===== src/rtl/sbox_twr_pkg.sv =====
package sbox_twr_pkg;

  // GF(2^2): bit0 = a, bit1 = b, element a + bW with W^2 = 1 + W
  function automatic logic [1:0] gf4_mul(input logic [1:0] x, input logic [1:0] y);
    return {(x[1] & y[0]) ^ (x[0] & y[1]) ^ (x[1] & y[1]),
            (x[0] & y[0]) ^ (x[1] & y[1])};
  endfunction

  function automatic logic [1:0] gf4_inv(input logic [1:0] x);
    return {x[1], x[0] ^ x[1]};
  endfunction

  // GF(2^4) over GF(2^2): [1:0] low coefficient, [3:2] X coefficient, X^2 = X + p
  function automatic logic [3:0] gf16_mul(input logic [3:0] x, input logic [3:0] y,
                                          input logic [1:0] p);
    logic [1:0] hh;
    hh = gf4_mul(x[3:2], y[3:2]);
    return {gf4_mul(x[1:0], y[3:2]) ^ gf4_mul(x[3:2], y[1:0]) ^ hh,
            gf4_mul(x[1:0], y[1:0]) ^ gf4_mul(p, hh)};
  endfunction

  function automatic logic [3:0] gf16_inv(input logic [3:0] x, input logic [1:0] p);
    logic [1:0] nrm, ni;
    nrm = gf4_mul(x[1:0], x[1:0]) ^ gf4_mul(x[1:0], x[3:2]) ^
          gf4_mul(p, gf4_mul(x[3:2], x[3:2]));
    ni  = gf4_inv(nrm);
    return {gf4_mul(ni, x[3:2]), gf4_mul(ni, x[1:0] ^ x[3:2])};
  endfunction

  // GF(2^8) over GF(2^4): [3:0] low coefficient, [7:4] Y coefficient, Y^2 = Y + lam
  function automatic logic [7:0] gf256_mul(input logic [7:0] x, input logic [7:0] y,
                                           input logic [1:0] p, input logic [3:0] lam);
    logic [3:0] hh;
    hh = gf16_mul(x[7:4], y[7:4], p);
    return {gf16_mul(x[3:0], y[7:4], p) ^ gf16_mul(x[7:4], y[3:0], p) ^ hh,
            gf16_mul(x[3:0], y[3:0], p) ^ gf16_mul(lam, hh, p)};
  endfunction

  // Smallest lam for which Y^2 + Y + lam has no root in GF(2^4)
  function automatic logic [3:0] find_lambda(input logic [1:0] p);
    logic [3:0] res;
    logic       found, root;
    res   = 4'h0;
    found = 1'b0;
    for (int c = 1; c < 16; c++) begin
      root = 1'b0;
      for (int y = 0; y < 16; y++)
        if ((gf16_mul(4'(y), 4'(y), p) ^ 4'(y)) == 4'(c)) root = 1'b1;
      if (!root && !found) begin
        res   = 4'(c);
        found = 1'b1;
      end
    end
    return res;
  endfunction

  // Columns of the standard-to-tower matrix: powers of a tower root of the AES polynomial
  function automatic logic [63:0] map_cols(input logic [1:0] p, input logic [3:0] lam);
    logic [7:0]  beta, c2, c4, c8, pw;
    logic [63:0] cols;
    logic        found;
    beta  = 8'h00;
    found = 1'b0;
    for (int c = 2; c < 256; c++) begin
      c2 = gf256_mul(8'(c), 8'(c), p, lam);
      c4 = gf256_mul(c2, c2, p, lam);
      c8 = gf256_mul(c4, c4, p, lam);
      if (!found && (c8 ^ c4 ^ gf256_mul(c2, 8'(c), p, lam) ^ 8'(c) ^ 8'h01) == 8'h00) begin
        beta  = 8'(c);
        found = 1'b1;
      end
    end
    pw   = 8'h01;
    cols = '0;
    for (int i = 0; i < 8; i++) begin
      cols[i*8 +: 8] = pw;
      pw = gf256_mul(pw, beta, p, lam);
    end
    return cols;
  endfunction

  function automatic logic [7:0] mat_apply(input logic [63:0] cols, input logic [7:0] x);
    logic [7:0] r;
    r = 8'h00;
    for (int i = 0; i < 8; i++)
      if (x[i]) r = r ^ cols[i*8 +: 8];
    return r;
  endfunction

  // Columns of the inverse matrix, found by searching preimages of unit vectors
  function automatic logic [63:0] unmap_cols(input logic [63:0] fwd);
    logic [63:0] cols;
    cols = '0;
    for (int j = 0; j < 8; j++)
      for (int x = 0; x < 256; x++)
        if (mat_apply(fwd, 8'(x)) == (8'h01 << j)) cols[j*8 +: 8] = 8'(x);
    return cols;
  endfunction

  function automatic logic [7:0] affine_fwd(input logic [7:0] x);
    return x ^ {x[6:0], x[7]} ^ {x[5:0], x[7:6]} ^ {x[4:0], x[7:5]} ^
           {x[3:0], x[7:4]} ^ 8'h63;
  endfunction

  function automatic logic [7:0] affine_inv(input logic [7:0] x);
    return {x[6:0], x[7]} ^ {x[4:0], x[7:5]} ^ {x[1:0], x[7:2]} ^ 8'h05;
  endfunction

endpackage


===== src/rtl/twr_map_in.sv =====
module twr_map_in
  import sbox_twr_pkg::*;
#(
  parameter logic [63:0] TO_COLS = 64'h0
) (
  input  logic       clk,
  input  logic       rst,
  input  logic       in_vld,
  input  logic       in_mode,
  input  logic [7:0] in_byte,
  output logic       st_vld,
  output logic       st_mode,
  output logic [7:0] st_twr
);

  logic [7:0] pre;

  always_comb pre = in_mode ? affine_inv(in_byte) : in_byte;

  always_ff @(posedge clk) begin
    if (rst) begin
      st_vld  <= 1'b0;
      st_mode <= 1'b0;
      st_twr  <= 8'h00;
    end else begin
      st_vld  <= in_vld;
      st_mode <= in_mode;
      st_twr  <= mat_apply(TO_COLS, pre);
    end
  end

  AST_STAGE_FOLLOW: assert property (@(posedge clk) disable iff (rst)
    $past(!rst) |-> (st_vld == $past(in_vld)));

endmodule


===== src/rtl/twr_inverter.sv =====
module twr_inverter
  import sbox_twr_pkg::*;
#(
  parameter logic [1:0] GF4_P = 2'd2,
  parameter logic [3:0] LAM   = 4'h0
) (
  input  logic       clk,
  input  logic       rst,
  input  logic       in_vld,
  input  logic       in_mode,
  input  logic [7:0] in_twr,
  output logic       out_vld,
  output logic       out_mode,
  output logic [7:0] out_twr
);

  logic [3:0] nrm_c, ni_c;
  logic [3:0] a_nrm, a_hi, a_sum;
  logic       a_vld, a_mode;

  // stage A: norm of the GF(2^8) element over GF(2^4)
  always_comb
    nrm_c = gf16_mul(in_twr[3:0], in_twr[3:0], GF4_P) ^
            gf16_mul(in_twr[3:0], in_twr[7:4], GF4_P) ^
            gf16_mul(LAM, gf16_mul(in_twr[7:4], in_twr[7:4], GF4_P), GF4_P);

  always_ff @(posedge clk) begin
    if (rst) begin
      a_vld  <= 1'b0;
      a_mode <= 1'b0;
      a_nrm  <= 4'h0;
      a_hi   <= 4'h0;
      a_sum  <= 4'h0;
    end else begin
      a_vld  <= in_vld;
      a_mode <= in_mode;
      a_nrm  <= nrm_c;
      a_hi   <= in_twr[7:4];
      a_sum  <= in_twr[7:4] ^ in_twr[3:0];
    end
  end

  // stage B: invert the norm, scale the conjugate
  always_comb ni_c = gf16_inv(a_nrm, GF4_P);

  always_ff @(posedge clk) begin
    if (rst) begin
      out_vld  <= 1'b0;
      out_mode <= 1'b0;
      out_twr  <= 8'h00;
    end else begin
      out_vld  <= a_vld;
      out_mode <= a_mode;
      out_twr  <= {gf16_mul(ni_c, a_hi, GF4_P), gf16_mul(ni_c, a_sum, GF4_P)};
    end
  end

  AST_ZERO_FIXED: assert property (@(posedge clk) disable iff (rst)
    (in_vld && in_twr == 8'h00) |-> ##2 (out_twr == 8'h00));
  AST_NONZERO_INV: assert property (@(posedge clk) disable iff (rst)
    (in_vld && in_twr != 8'h00) |-> ##2 (out_twr != 8'h00));

endmodule


===== src/rtl/twr_map_out.sv =====
module twr_map_out
  import sbox_twr_pkg::*;
#(
  parameter logic [63:0] FROM_COLS = 64'h0
) (
  input  logic       clk,
  input  logic       rst,
  input  logic       in_vld,
  input  logic       in_mode,
  input  logic [7:0] in_twr,
  output logic       out_vld,
  output logic [7:0] out_byte
);

  logic [7:0] std, res;

  always_comb begin
    std = mat_apply(FROM_COLS, in_twr);
    res = in_mode ? std : affine_fwd(std);
  end

  always_ff @(posedge clk) begin
    if (rst) begin
      out_vld  <= 1'b0;
      out_byte <= 8'h00;
    end else begin
      out_vld <= in_vld;
      if (in_vld) out_byte <= res;
    end
  end

  AST_HOLD_IDLE: assert property (@(posedge clk) disable iff (rst)
    !in_vld |=> $stable(out_byte));

endmodule


===== src/rtl/sbox_tower.sv =====
module sbox_tower
  import sbox_twr_pkg::*;
#(
  parameter logic [1:0] GF4_P = 2'd2
) (
  input  logic       clk,
  input  logic       rst,
  input  logic       in_valid,
  input  logic       in_inv,
  input  logic [7:0] in_byte,
  output logic       out_valid,
  output logic [7:0] out_byte
);

  localparam logic [3:0]  LAM       = find_lambda(GF4_P);
  localparam logic [63:0] TO_COLS   = map_cols(GF4_P, LAM);
  localparam logic [63:0] FROM_COLS = unmap_cols(TO_COLS);

  logic       m_vld, m_mode, i_vld, i_mode;
  logic [7:0] m_twr, i_twr;

  twr_map_in #(.TO_COLS(TO_COLS)) u_in (
    .clk(clk), .rst(rst), .in_vld(in_valid), .in_mode(in_inv), .in_byte(in_byte),
    .st_vld(m_vld), .st_mode(m_mode), .st_twr(m_twr));

  twr_inverter #(.GF4_P(GF4_P), .LAM(LAM)) u_inv (
    .clk(clk), .rst(rst), .in_vld(m_vld), .in_mode(m_mode), .in_twr(m_twr),
    .out_vld(i_vld), .out_mode(i_mode), .out_twr(i_twr));

  twr_map_out #(.FROM_COLS(FROM_COLS)) u_out (
    .clk(clk), .rst(rst), .in_vld(i_vld), .in_mode(i_mode), .in_twr(i_twr),
    .out_vld(out_valid), .out_byte(out_byte));

  AST_FWD_ZERO: assert property (@(posedge clk) disable iff (rst)
    (in_valid && !in_inv && in_byte == 8'h00) |-> ##4 (out_valid && out_byte == 8'h63));
  AST_INV_ZERO: assert property (@(posedge clk) disable iff (rst)
    (in_valid && in_inv && in_byte == 8'h63) |-> ##4 (out_valid && out_byte == 8'h00));
  AST_OUT_FOLLOW: assert property (@(posedge clk) disable iff (rst)
    (in_valid && !rst) |-> ##4 out_valid);

endmodule


===== config.mk =====
export PLATFORM = sky130hd
export DESIGN_NAME = sbox_tower
export DESIGN_NICKNAME = d
export VERILOG_FILES = /design/src/rtl/sbox_twr_pkg.sv /design/src/rtl/twr_map_in.sv /design/src/rtl/twr_inverter.sv /design/src/rtl/twr_map_out.sv /design/src/rtl/sbox_tower.sv
export SDC_FILE = /design/constraint.sdc
export NUM_CORES = 1
export LEC_CHECK = 0
export BUFFER_PORTS_ARGS = -buffer_cell sky130_fd_sc_hd__clkbuf_2
export CAP_MARGIN = 25
export CORE_MARGIN = 2
export CORE_UTILIZATION = 59
export CTS_BUF_LIST = sky130_fd_sc_hd__clkbuf_8
export DETAILED_ROUTE_END_ITERATION = 8
export PLACE_DENSITY = 0.78
export SYNTH_ARGS = -nofsm -noshare
export SYNTH_HDL_FRONTEND = slang
export SYNTH_SLANG_ARGS = --single-unit

===== constraint.sdc =====
create_clock -name clk -period 7.7 [get_ports clk]
set_clock_uncertainty 0.15 [all_clocks]
set_input_delay 0.385 -clock clk [delete_from_list [all_inputs] [get_ports clk]]
set_output_delay 0.385 -clock clk [all_outputs]
set_load 0.1 [all_outputs]

**After elaboration in Yosys (flattened, before gate mapping)**

Cells that the tools add are included.

- Flip-flop bits (word level): 43
- Input port bits: 12
- Output and inout port bits: 9
- Logic and storage cells: 217

- Multiplexer cells: 25
- Bitwise gates (word level): 179

Operator list:

| kind | count |
|---|---|
| 8-bit two-way mux | 16 |
| 1-bit bitwise AND | 68 |
| 1-bit XOR | 67 |
| 8-bit XOR | 6 |
| 7-bit two-way mux | 6 |
| 2-bit XOR | 19 |
| 4-bit NOT | 6 |
| 6-bit NOT | 2 |
| 4-bit XOR | 3 |
| 3-bit NOT | 3 |
| 7-bit NOT | 1 |
| 2-bit NOT | 3 |
| 1-bit NOT with 5-bit output (first input constant) | 1 |
| 1-bit two-way mux | 2 |
| 2-bit two-way mux | 1 |

**Logic depth before layout (Yosys ltp)**

Gate-level depths: netlist of run 1.

- Depth after elaboration: 26
- Gate-level depth with buffers: 10
- Mapped depth without buffers: 8

**By module**

From an unflattened synthesis of run 1, not the netlist that was laid out.

- Cell total of the unflattened synthesis: 386
- Area total of the unflattened synthesis: 3,545.9 µm²

By module, submodules not included:

| module | instances | cells an instance | area an instance (µm²) | seq. area each (µm²) |
|---|---|---|---|---|
| twr_inverter | 1 | 263 | 2,248.4 | 480.5 |
| twr_map_out | 1 | 68 | 660.6 | 180.2 |
| twr_map_in | 1 | 55 | 636.9 | 200.2 |

**Worst setup path after synthesis of run 1**

Ideal clock, no wire load.

- Path type: reg-to-reg
- Start: reg u_inv.a_nrm[1]
- End: reg u_inv.out_twr[7]
- Setup time: 0.072 ns
- Arrival: 2.572 ns
- Required time: 7.478 ns
- Slack: 4.907 ns
- Stages on the path, launching flop included: 11
- Buffers on the path: 2
- Clock period less this slack: 2.793 ns
- Cells stage by stage: dfxtp_1 ha_1 buf_2 inv_1 xnor3_1 nor4_2 or3_1 buf_2 or4_4 nand3_2 mux2i_1

- Word-level cells in the longest chain between the ends: 14
- Elaborated cells on any way between the ends: 41
- Those cells by class: bitwise: 41

Ends and longest elaborated chain:

| item | RTL line | source |
|---|---|---|
| start: declaration | twr_inverter.sv:18 | `logic [3:0] a_nrm, a_hi, a_sum;` |
| start signal: assignment | twr_inverter.sv:37 | `a_nrm <= nrm_c;` |
| 1-bit bitwise AND | sbox_twr_pkg.sv:5 | `return {(x[1] & y[0]) ^ (x[0] & y[1]) ^ (x[1] & y[1]),` |
| 1-bit XOR (2 in series) | sbox_twr_pkg.sv:5 |  |
| 2-bit XOR (2 in series) | sbox_twr_pkg.sv:24 | `nrm = gf4_mul(x[1:0], x[1:0]) ^ gf4_mul(x[1:0], x[3:2]) ^` |
| 1-bit XOR | sbox_twr_pkg.sv:10 | `return {x[1], x[0] ^ x[1]};` |
| 1-bit bitwise AND | sbox_twr_pkg.sv:5 |  |
| 1-bit XOR (2 in series) | sbox_twr_pkg.sv:5 |  |
| 1-bit bitwise AND | sbox_twr_pkg.sv:5 |  |
| 1-bit XOR (2 in series) | sbox_twr_pkg.sv:5 |  |
| 2-bit XOR | sbox_twr_pkg.sv:18 | `return {gf4_mul(x[1:0], y[3:2]) ^ gf4_mul(x[3:2], y[1:0]) ^ hh,` |
| 2-bit XOR (*) | sbox_twr_pkg.sv:18 |  |
| end signal: assignment | twr_inverter.sv:54 | `out_twr <= {gf16_mul(ni_c, a_hi, GF4_P), gf16_mul(ni_c, a_sum, GF4_P)};` |
| end: declaration | twr_inverter.sv:14 | `output logic [7:0] out_twr` |

Mark *: on every way between the ends. The rest lies on a longest branch, timed or not.
A chain may end at the register's enable or synchronous reset.

**Final worst setup path of run 1**

- Start: reg u_inv.a_nrm[3]
- End: reg u_inv.out_twr[7]

The elaborated chain is that of the path after synthesis.

==> results.ini, run 1 <==
[worst_setup_path]
reg2reg_slack_ns=4.54
critPathMaxFanout=11
end_kind=flop
worstSetupPathType=flop to flop
cp.required_ns=7.78
crit_arrival_ns=3.24
endpoint=u_inv.out_twr[7]$_SDFF_PP0_
reg2reg_from=u_inv.a_nrm[3]$_SDFF_PP0_
critPathLaunch=u_inv.a_nrm[3]$_SDFF_PP0_
critical_path.startpoint_type=flop
r2r-end=u_inv.out_twr[7]$_SDFF_PP0_
ff2ff_path_depth=8

[run_status]
status=complete, no violations

[grt]
met3_usage_pct=4.14
use_met1_pct=29.9
antenna_found_initial=0
grt-busiest-layer=met2
grt_max_degree=46
first_global_vias=2448
grt_pass1_wl_um=11100
grt_usage_pct=22.5
grt_overflow_total=0
grt_use_met2_pct=36.8

[pwr]
p_int_uw=704
seqPwrFrac_pct=25.5
leakage_nw=1.31
power.density_nw_per_um2=390
pwr-share-clk_pct=10.1
p_comb_share_pct=64.4
switching_share_pct=46.7
ir_worst_vdd_mv=0.221
switchingPower_uw=617
power.total_mw=1.32

[synthesis]
netlist_area_um2=3230
yosysWarnings=0
avgSynthCellArea_um2=8.53
ys.flop_type=dfxtp_1
async_reset_ff_share_pct=0
ys_ff_latch=43
syn_inst=379
synth_edf_count=0
synth_nets=397
seq_area_frac_synth_pct=26.6
ys_types=58

[place]
routabilityCongestion=0.880
dp_hpwl_um=4630
portBuffers=20
place_ws_ns=4.57

[timing]
rsz0062_at_grt=no
fin_tns_setup_ns=0
tightest_slew_ns=0.833
period_needed_ns=3.16
slew_violations=0
finalHoldViolCount=0
max_freq_mhz=317
finalSetupViolCount=0
finalCritPeriodShare_pct=41.0
relSlewSlack_pct=44.5
setup_ws_ns=4.54

[die]
ioPinCount=21
die_x_um=78.0
start_util_pct=62.1
die_h_um=78.0
dieArea_um2=6090
row_count=26
core_area_um2=5200

[route]
detail_route.vias_per_cell=5.68
ant_nets=0
num_vias=2560
drt_iter0_drc=188
drt-total-wl_um=6230
route.detailed.drc=0
dr.pass1.iters=4
wl_per_cell_um=13.8

[clock_network]
ctsHoldBuffers=0
cts.sinks=43
tritoncts.num_buffers=5
cts-root-buf=clkbuf_8
clkTransAtPathRegs_ns=0.08
clock_latency_ns=0.29
cts_tree=built
cts_setup_buffers=0
cts.htree.levels=2
cts_resized=0
clockBufferDepth=2

[finish]
syn2layout_area_growth_pct=4.92
final.fill_count=448
fin_nets=398
drive_gt1_share_pct=9.97
seq_area_um2=861
n_antenna_cell=0
multiInputGateArea_um2=2220

[worst_hold_path]
hold_class=input port to flop

[flow_run]
cap_violations=0

## synthesized netlist by cell type, drive strengths merged (2+ instances only)
library cell	n	area share [%]
nand3b	2	0.46
xnor2	71	19
or3	5	1.0
o311a	3	0.93
ha	6	2.3
xnor3	4	2.8
o22ai	5	0.97
nor3	6	0.93
mux2i	16	5.0
nor2b	22	4.3
buf	7	1.3
nand2	21	2.4
o21ai	13	2.0
xor2	19	5.6
and3	2	0.39
nand3	7	1.2
clkbuf	19	2.2
or4	3	0.81
nor2	36	4.2
a211oi	9	2.1
nor4	2	0.58
o211a	2	0.62
a21boi	2	0.46
dfxtp	43	27
nand4	3	0.58
o21bai	3	0.70
inv	9	1.0
o32ai	2	0.54
o211ai	5	1.2
a21oi	14	2.2
## sequential cells by signal, summed over array words and instances (netlist names)
| signal | flops |
|---|---|
| u_out.out_vld | 1 |
| u_in.st_twr | 8 |
| u_inv.a_nrm | 4 |
| u_inv.a_mode | 1 |
| u_inv.out_mode | 1 |
| u_out.out_byte | 8 |
| u_inv.out_vld | 1 |
| u_in.st_mode | 1 |
| u_inv.out_twr | 8 |
| u_inv.a_sum | 4 |
| u_inv.a_hi | 4 |
| u_in.st_vld | 1 |
| u_inv.a_vld | 1 |
## worst min path at each step
| stage | startpoint | endpoint | slack (ns) | depth (start not counted) |
|---|---|---|---|---|
| after floorplan | u_in.st_mode$_SDFF_PP0_ | u_inv.a_mode$_SDFF_PP0_ | 0.26 | 1 |
| after global placement | u_in.st_vld$_SDFF_PP0_ | u_inv.a_vld$_SDFF_PP0_ | 0.27 | 1 |
| after detailed placement | u_in.st_vld$_SDFF_PP0_ | u_inv.a_vld$_SDFF_PP0_ | 0.27 | 1 |
| after CTS | in_valid | u_in.st_vld$_SDFF_PP0_ | 0.13 | 2 |
| after global routing | in_valid | u_in.st_vld$_SDFF_PP0_ | 0.17 | 2 |
| final | in_valid | u_in.st_vld$_SDFF_PP0_ | 0.15 | 2 |
## power by group through the flow
stage	registers, mW	clock network [mW]	logic, mW
floorplan	0.316	0	0.734
global placement	0.339	0	0.819
detailed placement	0.339	0	0.837
CTS	0.335	0.139	0.844
global route	0.344	0.149	0.938
finish	0.336	0.134	0.850
## cells by family (layout without fill, tap and decap cells)
family                     after synthesis  in the layout  share of synthesized area (%)
adders and majority gates                6              6                           2.32
AOI/OAI and AO/OA                       69             69                           14.4
and+or+nand+nor                        115            115                           18.4
xor gates and xnor gates                95             95                           28.6
muxes                                   16             16                           4.96
DFF                                     43             43                           26.6
buffers and inverters                   35             37                           4.57
## worst max-delay path, cell delays in order, from the launching register on
cell	delay (ns)
dfxtp_1	0.49
ha_1	0.35
inv_1	0.12
xnor3_1	0.59
o22ai_1	0.16
or3_1	0.46
or4_4	0.52
nand3_2	0.08
mux2i_1	0.18
## stage by stage
stage               util [%]  hold slack (ns)  cells  cell area (um2)
global route            65.1            0.174    451             3390
CTS                     65.1            0.133    451             3390
detailed placement      63.5            0.274    443             3310
finish                  65.1            0.147    451             3390
floorplan                  -            0.264    379             3230
global placement        63.5            0.268    443             3310
## area by class of cell
cell class	instances	share of cell area (%)
Inverter	9	0.996
Tap cell	70	2.58
Sequential cell	43	25.4
Timing Repair Buffer	20	2.95
Multi-Input combinational cell	301	65.6
Clock inverter	3	0.480
Clock buffer	5	2.03
## metal layers
layer / part of all wire [%] / routed length, um / vias to the layer above
li1: - / - / 1300
met1: 46 / 2890 / 1169
met2: 47 / 2910 / 81
met3: 5.2 / 322 / 10
met4: 1.8 / 114 / 0
met5: 0 / 0 / -
## layout by cell type (no fill, tap or decap), types with 2 or more instances in the layout
master / count
ha_1: 6
o32ai_1: 2
xor2_2: 2
a21oi_1: 14
nand4_1: 3
nor2b_1: 22
xnor3_1: 3
o211ai_1: 5
dfxtp_1: 43
xor2_1: 17
a21boi_0: 2
o22ai_1: 5
mux2i_1: 16
and3_1: 2
inv_1: 10
o211a_1: 2
nand2_1: 21
o21ai_0: 13
xnor2_1: 70
nand3_1: 6
clkbuf_2: 20
nand3b_1: 2
o21bai_1: 3
nor3_1: 6
nor2_1: 36
clkbuf_8: 5
o311a_1: 3
or3_1: 4
or4_1: 2
a211oi_1: 9
Note: power is estimated with default switching activity, not from simulation.
==> run 2: changes to the inputs <==
Settings changed: CORE_UTILIZATION 59 to 57, PLACE_DENSITY 0.78 to 0.79.
Clock period 7.7 ns to 2.7 ns, I/O delays scaled along.
==> run 2 against run 1 <==
Utilization is 1.8 points higher. Flip-flop and latch count stayed put. Final cell count is 5.3% higher. Setup slack worse by 4.5 ns. Global-route usage is 1.3 points higher. Non-clock buffer count is 22 higher. Maximum frequency is 18% higher. Critical path depth stayed put. Clock power grew to 3.9 times the previous value. Clock-buffer cell count stayed put. Combinational power grew to 3.5 times the previous value. Largest cell class unchanged. Highest routed layer unchanged.
==> results.ini, run 2 (synthesis results as in run 1) <==
[timing]
finalSetupViolCount=0  ; unchanged
slew_violations=0  ; unchanged
period_needed_ns=2.68  ; -0.475 ns
tightest_slew_ns=0.852  ; +0.0187 ns
finalCritPeriodShare_pct=99.4  ; +58 points
max_freq_mhz=373  ; +18%
relSlewSlack_pct=43.2  ; -1.2 points
rsz0062_at_grt=yes
finalHoldViolCount=0  ; unchanged
setup_ws_ns=0.0163  ; -4.52 ns

[route]
drt-total-wl_um=6840  ; +9.8%
wl_per_cell_um=14.4  ; +4.2%
detail_route.vias_per_cell=5.63  ; -0.75%
route.detailed.drc=0  ; unchanged
dr.pass1.iters=4  ; unchanged
num_vias=2676  ; +4.5%
ant_nets=0  ; unchanged
drt_iter0_drc=259  ; +38%

[finish]
syn2layout_area_growth_pct=14.1
final.fill_count=442  ; -1.3%
drive_gt1_share_pct=18.6  ; +8.6 points
reg_top3=u_in.st_twr: 8 flops, u_inv.out_twr: 8 flops, u_out.out_byte: 8 flops
final_cell_mix=xnor2_1 (70), dfxtp_1 (40), nor2_1 (36), nor2b_1 (22)
final_common_cell=xnor2_1
fin_nets=420  ; +5.5%
fin_area_um2=3690  ; +8.7%
n_antenna_cell=0  ; unchanged

[clock_network]
cts_tree=built
cts-root-buf=clkbuf_8
cts.sinks=43  ; unchanged
clock_latency_ns=0.30  ; about the same
cts.htree.levels=2  ; unchanged
cts_setup_buffers=0  ; unchanged
clockBufferDepth=2  ; unchanged
tritoncts.num_buffers=5  ; unchanged
clkTransAtPathRegs_ns=0.09  ; about the same

[worst_setup_path]
ff2ff_path_depth=8  ; unchanged
critical_path.startpoint_type=flop
cp.required_ns=2.70  ; -5.08 ns
crit_buf_inv=0  ; -1
cpLargestDelayFamily=simple AND/OR/NAND/NOR gates
crit_top_cell=nor3_1
crit_arrival_ns=2.68  ; -0.56 ns
cp_slowest_stage_delay_ns=0.49  ; -0.10 ns
cp.depth=8  ; unchanged
slowest_stage=or4b_4
critPathMaxFanout=7  ; -4
worstSetupPathType=flop to flop
crit_chain=ha_2 > xor2_1 > or4b_4 > and3_2 > nor3_1 > o21ai_0 > a211oi_1 > nor3_1
end_kind=flop

[die]
dieArea_um2=6290  ; +3.3%
core_area_um2=5510  ; +5.8%
row_count=27  ; +3.8%
ioPinCount=21  ; unchanged
die_x_um=79.3  ; +1.7%
die_h_um=79.3  ; +1.7%
start_util_pct=58.7  ; -3.4 points

[grt]
grt_pass1_wl_um=12000  ; +7.6%
grt_usage_pct=23.8  ; +1.3 points
antenna_found_initial=0  ; unchanged
grt_overflow_total=0  ; unchanged
first_global_vias=2601  ; +6.3%
grt_max_degree=46  ; unchanged

[pwr]
leakage_nw=1.43  ; +9.2%
p_comb_share_pct=67.1  ; +2.7 points
switchingPower_mw=1.95  ; +220%
seqPwrFrac_pct=21.3  ; -4.2 points
pwr-share-clk_pct=11.6  ; +1.5 points
switching_share_pct=44.0  ; -2.7 points
p_int_mw=2.49  ; +250%
ir_worst_vdd_mv=0.528  ; +140%
power.density_nw_per_um2=1200  ; +210%

[flow_run]
cap_violations=0  ; unchanged

[place]
dp_hpwl_um=5080  ; +9.8%
place_ws_ns=-0.0309  ; -4.61 ns
postPlaceCellArea_um2=3490  ; +5.5%
portBuffers=20  ; unchanged
routabilityCongestion=0.903  ; +2.6%

[worst_hold_path]
holdPathStages=3  ; +1
hold_class=input port to flop

[run_status]
status=complete, no violations

==> run 2: changes by cell type in the layout (fill, tap and decap cells not counted), sizes merged <==
cell | before | now
buf | 0 | 20
bufinv | 0 | 1
dlygate4sd3 | 0 | 2
clkinvlp | 1 | 0
==> run 2: power by group through the flow <==
stage | clock [mW] | sequential, mW | combinational (mW)
after floorplan | 0 | 0.911 | 2.14
final | 0.516 | 0.946 | 2.98
after detailed placement | 0 | 0.949 | 2.78
after CTS | 0.527 | 0.939 | 2.87
after global placement | 0 | 0.942 | 2.72
after global routing | 0.557 | 0.970 | 3.26
==> run 2: worst reg2reg max path, stage by stage (launching register included) <==
cell	delay [ns]
dfxtp_2	0.33
ha_2	0.23
xor2_1	0.17
or4b_4	0.49
and3_2	0.26
nor3_1	0.32
o21ai_0	0.21
a211oi_1	0.29
nor3_1	0.09
==> run 2: final timing paths <==
| check | start | end | slack, ns |
|---|---|---|---|
| max | u_inv.a_nrm[1]$_SDFF_PP0_ | u_inv.out_twr[5]$_SDFF_PP0_ | 0.02 |
| min | in_byte[7] | u_in.st_twr[7]$_SDFF_PP0_ | 0.02 |
| max reg2reg | u_inv.a_nrm[1]$_SDFF_PP0_ | u_inv.out_twr[5]$_SDFF_PP0_ | 0.02 |
| min reg2reg | u_in.st_mode$_SDFF_PP0_ | u_inv.a_mode$_SDFF_PP0_ | 0.29 |
==> run 2: timing repair <==
item,in CTS,in global routing
endpoints found under the hold margin,2,0
gates resized for setup,4,11
pin swaps,0,1
cloned,0,0
endpoints found under the setup margin,6,6
hold buffers,2,0
==> run 2: cell type report <==
| type | count | area [um2] | share of cell area, % |
|---|---|---|---|
| Sequential cell | 43 | 865 | 23.5 |
| Clock buffer | 5 | 68.8 | 1.87 |
| Clock inverter | 3 | 47.5 | 1.29 |
| Tap cell | 72 | 90.1 | 2.44 |
| Timing Repair Buffer | 42 | 278 | 7.54 |
| Multi-Input combinational cell | 301 | 2300 | 62.5 |
| Inverter | 9 | 33.8 | 0.916 |
==> run 2: layer usage <==
| layer | GRT usage (%) | routed length [um] |
|---|---|---|
| met5 | 0 | 0 |
| met4 | 7.07 | 133 |
| met3 | 6.14 | 368 |
| met2 | 40.7 | 3390 |
| met1 | 29.5 | 2950 |
==> run 2: stage by stage <==
| step | util (%) | total power, mW | std cells | setup TNS (ns) | hold WS, ns |
|---|---|---|---|---|---|
| 6_report | 66.9 | 4.44 | 475 | 0 | 0.0157 |
| 5_1_grt | 66.9 | 4.78 | 475 | -0.229 | 0.0384 |
| 4_1_cts | 66.1 | 4.34 | 475 | 0 | 0.00763 |
| 3_5_place_dp | 63.3 | 3.73 | 465 | -0.0506 | 0.225 |
| 3_3_place_gp | 63.3 | 3.66 | 465 | 0 | 0.194 |
| 2_1_floorplan | - | 3.05 | 379 | 0 | 0.113 |
